$ cat src/rtl/ulpi_link_pkg.sv
package ulpi_link_pkg;

    localparam int DATA_W = 8;
    localparam int ADDR_W = 6;
    localparam int PID_W  = 4;
    localparam int KIND_W = 2;
    localparam int OP_W   = DATA_W - ADDR_W;

    typedef enum logic [KIND_W-1:0] {
        KIND_WRITE = 2'd0,
        KIND_READ  = 2'd1,
        KIND_XMIT  = 2'd2
    } req_kind_e;

    typedef enum logic [2:0] {
        ST_IDLE,
        ST_CMD,
        ST_WDATA,
        ST_STOP,
        ST_RD_WAIT,
        ST_RD_DONE
    } link_state_e;

    typedef struct packed {
        req_kind_e             kind;
        logic [ADDR_W-1:0]     addr;
        logic [DATA_W-1:0]     wdata;
    } link_req_t;

    typedef struct packed {
        logic              valid;
        logic [DATA_W-1:0] data;
    } byte_evt_t;

    localparam logic [OP_W-1:0] OP_XMIT = 2'b01;
    localparam logic [OP_W-1:0] OP_REGW = 2'b10;
    localparam logic [OP_W-1:0] OP_REGR = 2'b11;

    function automatic logic [DATA_W-1:0] make_txcmd(link_req_t r);
        logic [DATA_W-1:0] b;
        case (r.kind)
            KIND_READ: b = {OP_REGR, r.addr};
            KIND_XMIT: b = {OP_XMIT, {(ADDR_W-PID_W){1'b0}}, r.addr[PID_W-1:0]};
            default:   b = {OP_REGW, r.addr};
        endcase
        return b;
    endfunction

endpackage

$ cat src/rtl/ulpi_turn_track.sv
module ulpi_turn_track (
    input  logic clk,
    input  logic rst,
    input  logic dir_i,
    output logic own_o,
    output logic turn_o,
    output logic listen_o
);
    logic dir_q;

    always_ff @(posedge clk) begin
        if (rst) dir_q <= 1'b0;
        else     dir_q <= dir_i;
    end

    assign own_o    = !dir_i && !dir_q;
    assign turn_o   = dir_i ^ dir_q;
    assign listen_o = dir_i && dir_q;

    p_listen_after_turn_r11: assert property (@(posedge clk) disable iff (rst)
        listen_o |-> $past(dir_i));

endmodule

$ cat src/rtl/ulpi_link_fsm.sv
module ulpi_link_fsm
    import ulpi_link_pkg::*;
(
    input  logic              clk,
    input  logic              rst,
    input  logic              own_i,
    input  logic              listen_i,
    input  logic              dir_i,
    input  logic              nxt_i,
    input  logic [DATA_W-1:0] data_i,
    input  logic              req_valid_i,
    input  link_req_t         req_i,
    output logic              req_ready_o,
    output logic [DATA_W-1:0] data_o,
    output logic              stp_o,
    output logic              reading_o,
    output byte_evt_t         rsp_o
);
    link_state_e state;
    link_req_t   cur;

    always_ff @(posedge clk) begin
        if (rst) begin
            state <= ST_IDLE;
            cur   <= '0;
            rsp_o <= '0;
        end else begin
            rsp_o.valid <= 1'b0;
            case (state)
                ST_IDLE: begin
                    if (own_i && req_valid_i) begin
                        cur   <= req_i;
                        state <= ST_CMD;
                    end
                end
                ST_CMD: begin
                    if (own_i && nxt_i) begin
                        case (cur.kind)
                            KIND_READ: state <= ST_RD_WAIT;
                            KIND_XMIT: state <= ST_STOP;
                            default:   state <= ST_WDATA;
                        endcase
                    end
                end
                ST_WDATA: state <= ST_STOP;
                ST_STOP:  state <= ST_IDLE;
                ST_RD_WAIT: begin
                    if (listen_i) begin
                        rsp_o.valid <= 1'b1;
                        rsp_o.data  <= data_i;
                        state       <= ST_RD_DONE;
                    end
                end
                ST_RD_DONE: begin
                    if (!dir_i) state <= ST_IDLE;
                end
                default: state <= ST_IDLE;
            endcase
        end
    end

    always_comb begin
        case (state)
            ST_CMD:   data_o = make_txcmd(cur);
            ST_WDATA: data_o = cur.wdata;
            default:  data_o = '0;
        endcase
    end

    assign req_ready_o = (state == ST_IDLE) && own_i;
    assign stp_o       = (state == ST_STOP);
    assign reading_o   = (state == ST_RD_WAIT);

    p_stp_single_r5: assert property (@(posedge clk) disable iff (rst)
        stp_o |=> !stp_o);

    p_cmd_held_r4: assert property (@(posedge clk) disable iff (rst)
        (state == ST_CMD && !(own_i && nxt_i)) |=> (state == ST_CMD && $stable(data_o)));

    p_rsp_single_r7: assert property (@(posedge clk) disable iff (rst)
        rsp_o.valid |=> !rsp_o.valid);

    p_ready_owner_r12: assert property (@(posedge clk) disable iff (rst)
        req_ready_o |-> !dir_i);

endmodule

$ cat src/rtl/ulpi_rx_sniff.sv
module ulpi_rx_sniff
    import ulpi_link_pkg::*;
(
    input  logic              clk,
    input  logic              rst,
    input  logic              listen_i,
    input  logic              reading_i,
    input  logic              nxt_i,
    input  logic [DATA_W-1:0] data_i,
    output byte_evt_t         stat_o,
    output byte_evt_t         rxd_o
);
    always_ff @(posedge clk) begin
        if (rst) begin
            stat_o <= '0;
            rxd_o  <= '0;
        end else begin
            stat_o.valid <= 1'b0;
            rxd_o.valid  <= 1'b0;
            if (listen_i && !reading_i) begin
                if (nxt_i) begin
                    rxd_o.valid <= 1'b1;
                    rxd_o.data  <= data_i;
                end else begin
                    stat_o.valid <= 1'b1;
                    stat_o.data  <= data_i;
                end
            end
        end
    end

    p_evt_excl_r10: assert property (@(posedge clk) disable iff (rst)
        !(stat_o.valid && rxd_o.valid));

    p_stat_after_listen_r9: assert property (@(posedge clk) disable iff (rst)
        stat_o.valid |-> $past(listen_i) && !$past(nxt_i));

endmodule

$ cat src/rtl/ulpi_link_ctrl.sv
module ulpi_link_ctrl
    import ulpi_link_pkg::*;
(
    input  logic              clk,
    input  logic              rst,
    input  logic [DATA_W-1:0] ulpi_data_i,
    output logic [DATA_W-1:0] ulpi_data_o,
    output logic              ulpi_data_oe_o,
    input  logic              ulpi_dir_i,
    input  logic              ulpi_nxt_i,
    output logic              ulpi_stp_o,
    input  logic              req_valid_i,
    input  logic [KIND_W-1:0] req_kind_i,
    input  logic [ADDR_W-1:0] req_addr_i,
    input  logic [DATA_W-1:0] req_wdata_i,
    output logic              req_ready_o,
    output logic              rsp_valid_o,
    output logic [DATA_W-1:0] rsp_data_o,
    output logic              stat_valid_o,
    output logic [DATA_W-1:0] stat_data_o,
    output logic              rx_valid_o,
    output logic [DATA_W-1:0] rx_data_o
);
    logic      own, turn, listen, reading;
    link_req_t req;
    byte_evt_t rsp, stat, rxd;

    assign req.kind  = req_kind_e'(req_kind_i);
    assign req.addr  = req_addr_i;
    assign req.wdata = req_wdata_i;

    ulpi_turn_track u_turn (
        .clk      (clk),
        .rst      (rst),
        .dir_i    (ulpi_dir_i),
        .own_o    (own),
        .turn_o   (turn),
        .listen_o (listen)
    );

    ulpi_link_fsm u_fsm (
        .clk         (clk),
        .rst         (rst),
        .own_i       (own),
        .listen_i    (listen),
        .dir_i       (ulpi_dir_i),
        .nxt_i       (ulpi_nxt_i),
        .data_i      (ulpi_data_i),
        .req_valid_i (req_valid_i),
        .req_i       (req),
        .req_ready_o (req_ready_o),
        .data_o      (ulpi_data_o),
        .stp_o       (ulpi_stp_o),
        .reading_o   (reading),
        .rsp_o       (rsp)
    );

    ulpi_rx_sniff u_sniff (
        .clk       (clk),
        .rst       (rst),
        .listen_i  (listen),
        .reading_i (reading),
        .nxt_i     (ulpi_nxt_i),
        .data_i    (ulpi_data_i),
        .stat_o    (stat),
        .rxd_o     (rxd)
    );

    assign ulpi_data_oe_o = own;
    assign rsp_valid_o    = rsp.valid;
    assign rsp_data_o     = rsp.data;
    assign stat_valid_o   = stat.valid;
    assign stat_data_o    = stat.data;
    assign rx_valid_o     = rxd.valid;
    assign rx_data_o      = rxd.data;

    p_release_r3: assert property (@(posedge clk) disable iff (rst)
        ulpi_dir_i |-> !ulpi_data_oe_o);

    p_no_result_on_turn_r11: assert property (@(posedge clk) disable iff (rst)
        turn |=> !(stat_valid_o || rx_valid_o || rsp_valid_o));

endmodule

$ cat config.mk
export PLATFORM = sky130hd
export DESIGN_NAME = ulpi_link_ctrl
export DESIGN_NICKNAME = d
export VERILOG_FILES = /design/src/rtl/ulpi_link_pkg.sv /design/src/rtl/ulpi_turn_track.sv /design/src/rtl/ulpi_link_fsm.sv /design/src/rtl/ulpi_rx_sniff.sv /design/src/rtl/ulpi_link_ctrl.sv
export SDC_FILE = /design/constraint.sdc
export NUM_CORES = 1
export LEC_CHECK = 0
export BUFFER_PORTS_ARGS = -buffer_cell sky130_fd_sc_hd__buf_2
export CAP_MARGIN = 20
export CORE_ASPECT_RATIO = 0.6
export CORE_MARGIN = 2
export CORE_UTILIZATION = 50
export DETAILED_ROUTE_END_ITERATION = 10
export PLACE_DENSITY = 0.79
export SYNTH_ARGS = -nofsm -noshare
export SYNTH_HDL_FRONTEND = slang
export SYNTH_HIERARCHICAL = 1
export SYNTH_SLANG_ARGS = --single-unit
$ cat constraint.sdc
create_clock -name clk -period 2.3 [get_ports clk]
set_clock_uncertainty 0.1 [all_clocks]
set_input_delay 0.23 -clock clk [delete_from_list [all_inputs] [get_ports clk]]
set_output_delay 0.23 -clock clk [all_outputs]
set_load 0.01 [all_outputs]
==> impl_metrics.py, run 1 <==
metrics = {
    "worst_setup_path": {
        "cp-start-kind": "register",
        "r2r_cells": 4,
        "endpoint_kind": "primary output",
        "crit_path_top_delay_cell": "sky130_fd_sc_hd__dfxtp_1",
        "crit_chain": "inv_1 -> nor3_2 -> a22o_1 -> buf_2",
        "critical_path.max_stage_delay_ns": 0.54,
        "worst_ep_arrival_time_ns": 1.74,
        "worstPathMaxFanout": 10,
        "worstPathRequired_ns": 1.97,
        "critical_path_class": "reg -> out",
    },
    "sta": {
        "layout_min_cycle_time_ns": 2.068,
        "worst_slew_pin_slew_ns": 0.7367,
        "relSlewSlack_pct": 50.89,
        "max_freq_mhz": 483.6,
        "layout_worst_path_cycle_share_pct": 89.90,
        "timing_hold_violations_final": 0,
        "number_of_endpoints_failing_setup_at_the_final_stage": 0,
        "timing_max_transition_violations_final": 0,
        "final_layout_setup_total_negative_slack_ns": 0,
        "grt_setup_unrepaired": "no",
    },
    "grt": {
        "grt_start_max_net_pins": 47,
        "first_pass_grt_wire_length_mm": 7.134,
        "global_route.usage.met2_pct": 27.90,
        "globalRouteTotalUtil_pct": 19.82,
        "grt_remaining_overflow": 0,
        "global_route.peak_usage_layer": "met1",
        "globalRouteMet1Util_pct": 28.51,
        "grt_pass1_vias": 1513,
        "groute.layer.met3.usage_pct": 6.637,
        "number_of_antenna_violations_at_the_first_check_in_global_routing": 0,
    },
    "route": {
        "drt_first_pass_iters": 4,
        "drcViolationCount": 0,
        "drt_iter0_markers": 65,
        "antenna_violating_nets_post_route": 0,
        "number_of_vias_in_the_routed_layout": 1786,
        "detail_route.vias_per_cell": 4.989,
        "wl_per_cell_um": 12.68,
        "routed_wirelength_mm": 4.540,
    },
    "worst_hold_path": {
        "worst_hold_path_depth": 3,
        "holdCritPathClass": "in -> reg",
    },
    "cts": {
        "cts_tree": "done",
        "clockBufferDepth": 2,
        "clock-sinks": 47,
        "cts_htree_levels": 2,
        "cts_setup_buffers": 0,
        "cts_buffers": 5,
        "clock_latency_ns": 0.30,
        "cts_root_buffer": "sky130_fd_sc_hd__clkbuf_8",
        "ctsResizeCount": 0,
        "clkSlewWorstSetupHoldPaths_ns": 0.08,
        "cts.hold.buffers_added": 0,
    },
    "yosys": {
        "yosysSeqAreaShare_pct": 44.47,
        "synth_top_cells_by_area": "sky130_fd_sc_hd__dfxtp_1, sky130_fd_sc_hd__nand2_1, sky130_fd_sc_hd__nand2b_1, sky130_fd_sc_hd__mux2i_1, sky130_fd_sc_hd__a21oi_1",
        "syn-num-nets": 268,
        "ys_ff_latch": 47,
        "netlist.area_leader.share_pct": 44.47,
        "synth_area_sq_um": 2116,
        "synth_largest_area_cell": "sky130_fd_sc_hd__dfxtp_1",
        "synth_cells": 233,
        "ys.warnings.count": 6,
        "syn_area_per_cell_sq_um": 9.081,
        "synth_cell_type_count": 36,
    },
    "finish": {
        "final_nets": 332,
        "synthToLayoutAreaGrowth_pct": 21.94,
        "ant_diodes": 0,
        "register_area_sq_um": 940.9,
        "final_cell_mix": "sky130_fd_sc_hd__buf_2, sky130_fd_sc_hd__nand2_1, sky130_fd_sc_hd__dfxtp_1, sky130_fd_sc_hd__nand2b_1, sky130_fd_sc_hd__a21oi_1",
        "multi_input_area_sq_um": 1061,
        "layout-drive-gt1-share_pct": 30.87,
        "finalNonFillerCells": 358,
        "filler_cell_count": 370,
        "layout.cell_area.non_filler_sq_um": 2580,
        "layout.cells.most_common": "sky130_fd_sc_hd__buf_2",
    },
    "place": {
        "hpwl_mm": 3.357,
        "placed_cells_incl_taps": 350,
        "postPlaceCellArea_sq_um": 2480,
        "final_weighted_congestion_in_routability_driven_placement": 0.8882,
        "portBuffers": 66,
    },
    "floorplan": {
        "die_w_um": 87.98,
        "start_util_pct": 51.90,
        "rows": 18,
        "total_core_area_sq_um": 4076,
        "top_level_ports": 67,
        "floorplan.die.height_um": 54.39,
        "die-area_sq_um": 4785,
    },
    "pwr": {
        "worst_ir_drop_vdd_v": 0.0004101,
        "cellLeakagePower_nw": 1.145,
        "cellPowerDensity_nw_per_um2": 596.4,
    },
    "run_status": {
        "outcome": "complete, no violations",
    },
    "run": {
        "cap_viol_max_count": 0,
    },
}
==> cell type report <==
cell class,instances,share of cell area [%]
well taps,60,2.910
inverters,6,0.8729
flip-flops and latches,47,36.47
clock buffers,8,3.880
repair buffers,71,14.74
multi-input cells,166,41.13
==> cell usage after synthesis <==
master	number
sky130_fd_sc_hd__and3_1	1
sky130_fd_sc_hd__and3b_1	1
sky130_fd_sc_hd__nand2_1	54
sky130_fd_sc_hd__buf_2	4
sky130_fd_sc_hd__nand2b_1	26
sky130_fd_sc_hd__o31ai_1	1
sky130_fd_sc_hd__nand4b_1	1
sky130_fd_sc_hd__o21ai_0	3
sky130_fd_sc_hd__nor4_1	1
sky130_fd_sc_hd__inv_1	5
sky130_fd_sc_hd__mux2i_1	16
sky130_fd_sc_hd__a22o_1	6
sky130_fd_sc_hd__nor2b_1	1
sky130_fd_sc_hd__o32ai_1	1
sky130_fd_sc_hd__a21oi_2	10
sky130_fd_sc_hd__nor4bb_1	1
sky130_fd_sc_hd__nor4b_4	1
sky130_fd_sc_hd__a21oi_1	18
sky130_fd_sc_hd__nor2b_4	1
sky130_fd_sc_hd__nand3_1	1
sky130_fd_sc_hd__nor2_1	3
sky130_fd_sc_hd__nor3_1	2
sky130_fd_sc_hd__buf_6	4
sky130_fd_sc_hd__a31oi_1	2
sky130_fd_sc_hd__and2_1	2
sky130_fd_sc_hd__nor3_2	2
sky130_fd_sc_hd__nor4b_1	1
sky130_fd_sc_hd__or3b_1	1
sky130_fd_sc_hd__dfxtp_1	47
sky130_fd_sc_hd__buf_4	1
sky130_fd_sc_hd__o32a_1	1
sky130_fd_sc_hd__clkbuf_1	5
sky130_fd_sc_hd__and2b_1	1
sky130_fd_sc_hd__clkinv_1	1
sky130_fd_sc_hd__a32oi_1	1
sky130_fd_sc_hd__ha_1	6
==> cells by family after synthesis <==
group                      share of synthesized area, %
and+or+nand+nor                                   25.19
DFF                                               44.47
AOI/OAI and AO/OA                                 13.84
buffers and inverters                             5.381
muxes                                             7.569
adders and majority gates                         3.548
==> stage by stage <==
stage / hold WS, ns / util [%] / total power, W / setup slack (ns)
6_report: 0.05801 / 63.29 / 0.001539 / 0.2324
5_1_grt: 0.06647 / 63.29 / 0.001606 / 0.09150
4_1_cts: 0.05718 / 63.29 / 0.001548 / 0.2412
3_5_place_dp: 0.3448 / 60.83 / 0.001023 / 0.2932
3_3_place_gp: 0.3398 / 60.83 / 0.001020 / 0.3660
2_1_floorplan: 0.1943 / - / 0.0009657 / 0.6015
==> worst paths after layout <==
kind                                     start           endpoint  slack [ns]
worst max-delay path            u_fsm/state[0]     ulpi_data_o[0]        0.23
worst min-delay path            req_wdata_i[5]       u_fsm/cur[5]        0.06
worst max register to register  u_fsm/state[0]  u_sniff/stat_o[4]        0.26
worst min register to register  u_fsm/rsp_o[6]     u_fsm/rsp_o[6]        0.35
==> critical path, delay by kind of cell (launching register included) <==
kind	cells	cell delay, ns
AOI/OAI and AO/OA	1	0.21
DFF	1	0.54
buffers and inverters	2	0.31
and+or+nand+nor	1	0.38
==> sequential cells by signal, summed over array words and instances (netlist names) <==
| register | cells |
|---|---|
| u_fsm/cur | 16 |
| u_fsm/rsp_o | 9 |
| u_fsm/state | 3 |
| u_sniff/rxd_o | 9 |
| u_sniff/stat_o | 9 |
| u_turn/dir_q | 1 |
==> layer usage <==
layer	wire [um]	share of wire [%]	up-vias
li1	-	-	912
met1	2360	52	815
met2	1803	40	55
met3	342	7.5	4
met4	34	0.75	0
met5	0	0	-
==> report_power, final <==
| part | internal (W) | leakage, nW | switching (W) |
|---|---|---|---|
| Sequential | 0.000834 | 0.381 | 0.0000145 |
| Clock | 0.000274 | 0.0515 | 0.000260 |
| Combinational | 0.0000711 | 0.712 | 0.0000843 |
Power figures use the tool's default switching activity.
==> run 2, diff against run 1 <==
--- a/config.mk
+++ b/config.mk
@@ -5,13 +5,14 @@
 export SDC_FILE = /design/constraint.sdc
 export NUM_CORES = 1
 export LEC_CHECK = 0
+export ABC_AREA = 1
 export BUFFER_PORTS_ARGS = -buffer_cell sky130_fd_sc_hd__buf_2
 export CAP_MARGIN = 20
 export CORE_ASPECT_RATIO = 0.6
 export CORE_MARGIN = 2
-export CORE_UTILIZATION = 50
+export CORE_UTILIZATION = 51
 export DETAILED_ROUTE_END_ITERATION = 10
-export PLACE_DENSITY = 0.79
+export PLACE_DENSITY = 0.8
 export SYNTH_ARGS = -nofsm -noshare
 export SYNTH_HDL_FRONTEND = slang
 export SYNTH_HIERARCHICAL = 1
==> run 2 against run 1 <==
  * Non-clock buffer count down 4
  * Combinational power up 50%
  * Critical endpoint is now ulpi_data_o[5]
  * Routed wire length up 5.6%
==> impl_metrics.py, run 2 <==
metrics = {
    "grt": {
        "grt_start_max_net_pins": 33,
        "grt_remaining_overflow": 0,
        "grt_pass1_vias": 1647,
        "first_pass_grt_wire_length_mm": 7.562,
        "globalRouteTotalUtil_pct": 21.03,
        "number_of_antenna_violations_at_the_first_check_in_global_routing": 0,
    },
    "place": {
        "postPlaceCellArea_sq_um": 2505,
        "portBuffers": 66,
        "hpwl_mm": 3.542,
        "final_weighted_congestion_in_routability_driven_placement": 0.7769,
    },
    "pwr": {
        "share_seq_of_total_power_pct": 51.8,
        "worst_ir_drop_vdd_v": 0.0003819,
        "cellPowerDensity_nw_per_um2": 642.0,
        "p_comb_share_pct": 13.9,
        "share_clk_of_total_power_pct": 34.3,
        "netSwitchingFraction_pct": 25.07,
        "p_int_w": 0.001254,
        "finalPower_w": 0.001674,
        "netSwitchingPower_w": 0.0004197,
        "cellLeakagePower_nw": 1.272,
    },
    "worst_setup_path": {
        "worst_ep_arrival_time_ns": 1.65,
        "reg2reg_from": "u_turn/dir_q",
        "number_of_buffer_and_inverter_instances_along_the_worst_setup_path": 2,
        "crit_path_top_delay_cell": "sky130_fd_sc_hd__dfxtp_1",
        "critical_path.max_stage_delay_ns": 0.36,
        "worstPathRequired_ns": 1.97,
        "worstPathMaxFanout": 3,
        "critPathTopFamily": "flip-flops",
        "reg2reg_setup_slack_ns": 0.56,
        "critical_path_class": "reg -> out",
        "r2r-end": "u_fsm/cur[14]",
        "worstSetupPathDepth": 5,
        "cp-start-kind": "register",
        "crit_chain": "inv_1 -> ha_1 -> nor2_1 -> o32ai_1 -> buf_2",
        "r2r_cells": 5,
        "endpoint_kind": "primary output",
    },
    "yosys": {
        "synth_area_sq_um": 2168,
        "syn-num-nets": 308,
        "synth_top_cells_by_area": "sky130_fd_sc_hd__dfxtp_1, sky130_fd_sc_hd__nand2_1, sky130_fd_sc_hd__a211oi_2, sky130_fd_sc_hd__nor2_1, sky130_fd_sc_hd__inv_1",
        "fraction_of_registers_with_async_set_or_reset_after_synthesis_pct": 0,
        "ys.flop_type": "sky130_fd_sc_hd__dfxtp_1",
        "synth_most_common_cell": "sky130_fd_sc_hd__nand2_1",
        "ys.warnings.count": 6,
        "netlist.area_leader.share_pct": 43.39,
        "post_synth_most_frequent_cells": "sky130_fd_sc_hd__nand2_1, sky130_fd_sc_hd__nor2_1, sky130_fd_sc_hd__dfxtp_1",
        "ys_ff_latch": 47,
        "synth_cells": 273,
        "synth_cell_type_count": 27,
        "number_of_flops_mapped_to_enable_cells_by_yosys": 0,
        "syn_area_per_cell_sq_um": 7.943,
        "yosysSeqAreaShare_pct": 43.39,
        "synth_largest_area_cell": "sky130_fd_sc_hd__dfxtp_1",
    },
    "worst_hold_path": {
        "holdCritPathClass": "in -> reg",
        "worst_hold_path_depth": 3,
        "hold_path_end": "u_turn/dir_q",
        "holdCritStartpoint": "ulpi_dir_i",
    },
    "sta": {
        "whs_ns": 0.08274,
        "layout_worst_path_cycle_share_pct": 86.28,
        "final_layout_setup_total_negative_slack_ns": 0,
        "worst_slew_pin_slew_ns": 0.5605,
        "timing_max_transition_violations_final": 0,
        "layout_min_cycle_time_ns": 1.985,
        "timing_hold_violations_final": 0,
        "number_of_endpoints_failing_setup_at_the_final_stage": 0,
        "max_freq_mhz": 503.9,
        "grt_setup_unrepaired": "no",
        "relSlewSlack_pct": 62.56,
    },
    "route": {
        "met3WireLength_um": 326,
        "antenna_violating_nets_post_route": 0,
        "number_of_vias_in_the_routed_layout": 1831,
        "routed_wirelength_mm": 4.796,
        "detail_route.vias_per_cell": 4.612,
        "wl_per_cell_um": 12.08,
        "drcViolationCount": 0,
        "drt_first_pass_iters": 4,
        "drt_iter0_markers": 83,
        "highest-signal-layer": "met4",
        "detailroute.wirelength.met2_mm": 2.159,
        "m1WireLength_mm": 2.287,
    },
    "floorplan": {
        "floorplan.die.height_um": 54.51,
        "top_level_ports": 67,
        "rows": 18,
        "total_core_area_sq_um": 4099,
        "die-area_sq_um": 4806,
        "die_w_um": 88.18,
        "start_util_pct": 52.90,
    },
    "run": {
        "cap_viol_max_count": 0,
    },
    "finish": {
        "final_cell_mix": "sky130_fd_sc_hd__buf_2, sky130_fd_sc_hd__nand2_1, sky130_fd_sc_hd__nor2_1, sky130_fd_sc_hd__dfxtp_1, sky130_fd_sc_hd__inv_1",
        "largest_reg_flops": 16,
        "regMostFlops": "u_fsm/cur",
        "layout.cell_area.non_filler_sq_um": 2608,
        "layout.cells.most_common": "sky130_fd_sc_hd__buf_2",
        "final_nets": 372,
        "ant_diodes": 0,
        "synthToLayoutAreaGrowth_pct": 20.25,
        "layout-drive-gt1-share_pct": 32.05,
    },
    "cts": {
        "cts_htree_levels": 2,
        "cts.hold.buffers_added": 0,
        "cts_tree": "done",
        "clock_latency_ns": 0.29,
        "clockBufferDepth": 2,
        "clock-sinks": 47,
        "cts_setup_buffers": 0,
        "cts_buffers": 5,
        "ctsResizeCount": 0,
        "cts_root_buffer": "sky130_fd_sc_hd__clkbuf_8",
        "clkSlewWorstSetupHoldPaths_ns": 0.08,
    },
    "run_status": {
        "outcome": "complete, no violations",
    },
}
run 2: changes by cell type after synthesis, sizes merged, moves of 10 or more:
cell,change
a211oi,+16
a21oi,-18
inv,+38
mux2i,-16
nand2b,-26
nand3,+10
nor2,+53
run 2: worst max path at each step:
| stage | start | to | slack [ns] |
|---|---|---|---|
| 4_1_cts | u_fsm/cur[14] | ulpi_data_o[5] | 0.30 |
| 5_1_grt | u_fsm/cur[14] | ulpi_data_o[5] | 0.19 |
| 6_report | u_fsm/cur[14] | ulpi_data_o[5] | 0.32 |
| 3_5_place_dp | ulpi_dir_i | u_fsm/cur[14] | 0.50 |
| 3_3_place_gp | ulpi_dir_i | u_fsm/cur[14] | 0.62 |
| 2_1_floorplan | u_fsm/cur[14] | ulpi_data_o[4] | 0.83 |
run 2: metal layers:
layer	up-vias	global-route usage (%)
met2	45	33.83
met4	0	5.556
li1	979	-
met5	-	0
met1	805	29.02
met3	2	4.676
run 2: logic make-up after synthesis:
logic type / Yosys count / synth area share [%]
flops: 47 / 43.39
compound gates: 36 / 14.71
buf+inv: 54 / 11.83
simple gates: 130 / 26.60
fa+ha+maj: 6 / 3.462
run 2: power by group through the flow:
stage / registers, W / clock network [W] / logic [W]
2_1_floorplan: 0.000886 / 0 / 0.000159
6_report: 0.000867 / 0.000574 / 0.000233
3_5_place_dp: 0.000886 / 0 / 0.000231
3_3_place_gp: 0.000885 / 0 / 0.000225
4_1_cts: 0.000867 / 0.000586 / 0.000233
5_1_grt: 0.000872 / 0.000618 / 0.000261
run 2: layout make-up:
| type | count | area [sq um] |
|---|---|---|
| fillers | 403 | 1491 |
| clock inverters | 1 | 30.03 |
| clock buffers | 6 | 72.57 |
| repair buffers | 67 | 337.8 |
| well taps | 60 | 75.07 |
| flip-flops and latches | 47 | 940.9 |
| multi-input cells | 172 | 970.9 |
| inverters | 44 | 180.2 |
run 2: worst reg2reg max path, cell delays in order (launching register included):
cell	delay [ns]
sky130_fd_sc_hd__dfxtp_1	0.32
sky130_fd_sc_hd__inv_1	0.05
sky130_fd_sc_hd__ha_1	0.25
sky130_fd_sc_hd__nand4_4	0.49
sky130_fd_sc_hd__nor2_1	0.34
sky130_fd_sc_hd__a211oi_2	0.06
run 2: stage by stage:
| step | setup slack (ns) | util [%] | instances |
|---|---|---|---|
| 6_report | 0.3155 | 63.61 | 397 |
| 5_1_grt | 0.1921 | 63.61 | 397 |
| 4_1_cts | 0.3012 | 63.61 | 397 |
| 3_5_place_dp | 0.5030 | 61.11 | 390 |
| 3_3_place_gp | 0.6175 | 61.11 | 390 |
| 2_1_floorplan | 0.8313 | - | 273 |
==> run 3, diff against run 2 <==
--- a/config.mk
+++ b/config.mk
@@ -10,9 +10,11 @@
 export CAP_MARGIN = 20
 export CORE_ASPECT_RATIO = 0.6
 export CORE_MARGIN = 2
-export CORE_UTILIZATION = 51
+export CORE_UTILIZATION = 53
+export CTS_BUF_LIST = sky130_fd_sc_hd__clkbuf_8
 export DETAILED_ROUTE_END_ITERATION = 10
-export PLACE_DENSITY = 0.8
+export PLACE_DENSITY = 0.82
+export RECOVER_POWER = 100
 export SYNTH_ARGS = -nofsm -noshare
 export SYNTH_HDL_FRONTEND = slang
 export SYNTH_HIERARCHICAL = 1
==> run 3 against run 2 <==
  * The flow now finishes with violations (max-capacitance violations, max-slew violations)
  * Sequential power hardly changed
  * Flip-flop and latch count stayed put
  * Register-to-register slack worse by 0.18 ns
  * Final cell count is 3.3% lower
  * Routed wire length is 2.5% lower
  * Design area is 4.2% lower
  * Hold slack worse by 0.0042 ns
  * Critical path depth is 1 lower
  * Clock-buffer cell count is 1 lower
  * Non-clock buffer count stayed put
  * Maximum frequency is 1.8% higher
  * Combinational power is 7% lower
==> impl_metrics.py, run 3 (synthesized netlist as in run 2, its figures left out) <==
metrics = {
    "cts": {
        "cts_buffers": 5,
        "clkSlewWorstSetupHoldPaths_ns": 0.08,
        "clock-sinks": 47,
        "cts_tree": "done",
        "cts.hold.buffers_added": 0,
        "clock_latency_ns": 0.29,
        "cts_setup_buffers": 0,
        "cts_htree_levels": 2,
        "cts_root_buffer": "sky130_fd_sc_hd__clkbuf_8",
        "ctsResizeCount": 0,
        "clockBufferDepth": 2,
    },
    "pwr": {
        "netSwitchingFraction_pct": 25.42,
        "cellLeakagePower_nw": 1.110,
        "share_seq_of_total_power_pct": 52.2,
        "worst_ir_drop_vdd_v": 0.0004364,
        "p_int_w": 0.001241,
        "share_clk_of_total_power_pct": 34.8,
        "netSwitchingPower_w": 0.0004229,
        "cellPowerDensity_nw_per_um2": 666.1,
        "p_comb_share_pct": 13.0,
    },
    "sta": {
        "grt_setup_unrepaired": "no",
        "timing_hold_violations_final": 0,
        "whs_ns": 0.07850,
        "relSlewSlack_pct": -5.518,
        "worst_slew_pin_slew_ns": 1.583,
        "layout_min_cycle_time_ns": 1.950,
        "number_of_endpoints_failing_setup_at_the_final_stage": 0,
        "max_freq_mhz": 512.8,
        "final_layout_setup_total_negative_slack_ns": 0,
        "layout_worst_path_cycle_share_pct": 84.79,
        "timing_max_transition_violations_final": 32,
    },
    "grt": {
        "first_pass_grt_wire_length_mm": 7.452,
        "grt_start_max_net_pins": 33,
        "number_of_antenna_violations_at_the_first_check_in_global_routing": 0,
        "globalRouteTotalUtil_pct": 21.52,
        "grt_pass1_vias": 1591,
        "grt_remaining_overflow": 0,
    },
    "finish": {
        "layout-drive-gt1-share_pct": 18.10,
        "ant_diodes": 0,
        "largest_reg_flops": 16,
        "final_cell_mix": "sky130_fd_sc_hd__nand2_1, sky130_fd_sc_hd__nor2_1, sky130_fd_sc_hd__dfxtp_1, sky130_fd_sc_hd__inv_1, sky130_fd_sc_hd__clkbuf_1",
        "final_nets": 372,
        "synthToLayoutAreaGrowth_pct": 15.18,
        "layout.cells.most_common": "sky130_fd_sc_hd__nand2_1",
        "regMostFlops": "u_fsm/cur",
        "layout.cell_area.non_filler_sq_um": 2497,
    },
    "worst_setup_path": {
        "crit_chain": "inv_1 -> nand3_2 -> o32ai_1 -> clkbuf_1",
        "worstSetupStartpoint": "u_fsm/state[0]",
        "worstPathRequired_ns": 1.97,
        "critical_path.max_stage_delay_ns": 0.38,
        "cp-start-kind": "register",
        "crit_path_top_delay_cell": "sky130_fd_sc_hd__dfxtp_1",
        "worstPathMaxFanout": 9,
        "endpoint_kind": "primary output",
        "reg2reg_from": "u_fsm/state[0]",
        "critical_path_class": "reg -> out",
        "worst_ep_arrival_time_ns": 1.62,
    },
    "floorplan": {
        "die-area_sq_um": 4636,
        "top_level_ports": 67,
        "start_util_pct": 57.27,
        "total_core_area_sq_um": 3786,
        "rows": 17,
        "floorplan.die.height_um": 53.55,
        "die_w_um": 86.58,
    },
    "route": {
        "wl_per_cell_um": 12.17,
        "drcViolationCount": 0,
        "routed_wirelength_mm": 4.674,
        "drt_first_pass_iters": 4,
        "number_of_vias_in_the_routed_layout": 1873,
        "antenna_violating_nets_post_route": 0,
        "detail_route.vias_per_cell": 4.878,
        "drt_iter0_markers": 118,
    },
    "place": {
        "postPlaceCellArea_sq_um": 2489,
        "portBuffers": 66,
        "hpwl_mm": 3.362,
        "final_weighted_congestion_in_routability_driven_placement": 0.8646,
    },
    "run": {
        "cap_viol_max_count": 1,
    },
    "worst_hold_path": {
        "holdCritPathClass": "in -> reg",
        "holdCritStartpoint": "ulpi_dir_i",
    },
    "run_status": {
        "failed_checks": "max-capacitance violations, max-slew violations",
        "outcome": "finished, violations left",
    },
}
## run 3: cell type report
class	instances	area, sq um
Clock inverter	2	33.78
Inverter	44	180.2
Multi-Input combinational cell	172	925.9
Fill cell	354	1289
Sequential cell	47	940.9
Tap cell	47	58.81
Clock buffer	5	68.82
Timing Repair Buffer	67	289.0
## run 3: metal layers
| metal | vias to the layer above | GRT usage (%) | routed length (um) |
|---|---|---|---|
| met5 | - | 0 | 0 |
| li1 | 975 | - | - |
| met2 | 45 | 32.95 | 2085 |
| met4 | 0 | 7.813 | 27 |
| met3 | 2 | 5.675 | 271 |
| met1 | 851 | 29.69 | 2290 |
## run 3: worst paths after layout
kind / end / slack, ns / depth (start not counted)
worst max-delay path: ulpi_data_o[4] / 0.35 / 4
worst min register to register: u_fsm/rsp_o[3] / 0.37 / 2
worst min-delay path: u_turn/dir_q / 0.08 / 3
worst max register to register: u_sniff/rxd_o[0] / 0.38 / 8
## run 3: stage by stage
stage	total power (W)	utilization, %	setup slack (ns)	cells
floorplan	0.001045	-	0.8313	273
global placement	0.001109	65.73	0.6199	377
detailed placement	0.001117	65.73	0.5491	377
CTS	0.001690	68.44	0.3474	384
global route	0.001738	65.96	0.1209	384
finish	0.001664	65.96	0.3497	384
## run 3: worst max-delay path, delay by kind of cell, from the launching register on
| family | cells | cell delay [ns] |
|---|---|---|
| buffers and inverters | 2 | 0.46 |
| DFF | 1 | 0.38 |
| AOI/OAI and AO/OA | 1 | 0.20 |
| and+or+nand+nor | 1 | 0.28 |
## run 3: power by group through the flow
| stage | logic (W) | clock network (W) | registers, W |
|---|---|---|---|
| after floorplan | 0.000159 | 0 | 0.000886 |
| after detailed placement | 0.000230 | 0 | 0.000887 |
| final | 0.000216 | 0.000579 | 0.000868 |
| after CTS | 0.000231 | 0.000591 | 0.000868 |
| after global routing | 0.000246 | 0.000620 | 0.000872 |
| after global placement | 0.000224 | 0 | 0.000885 |
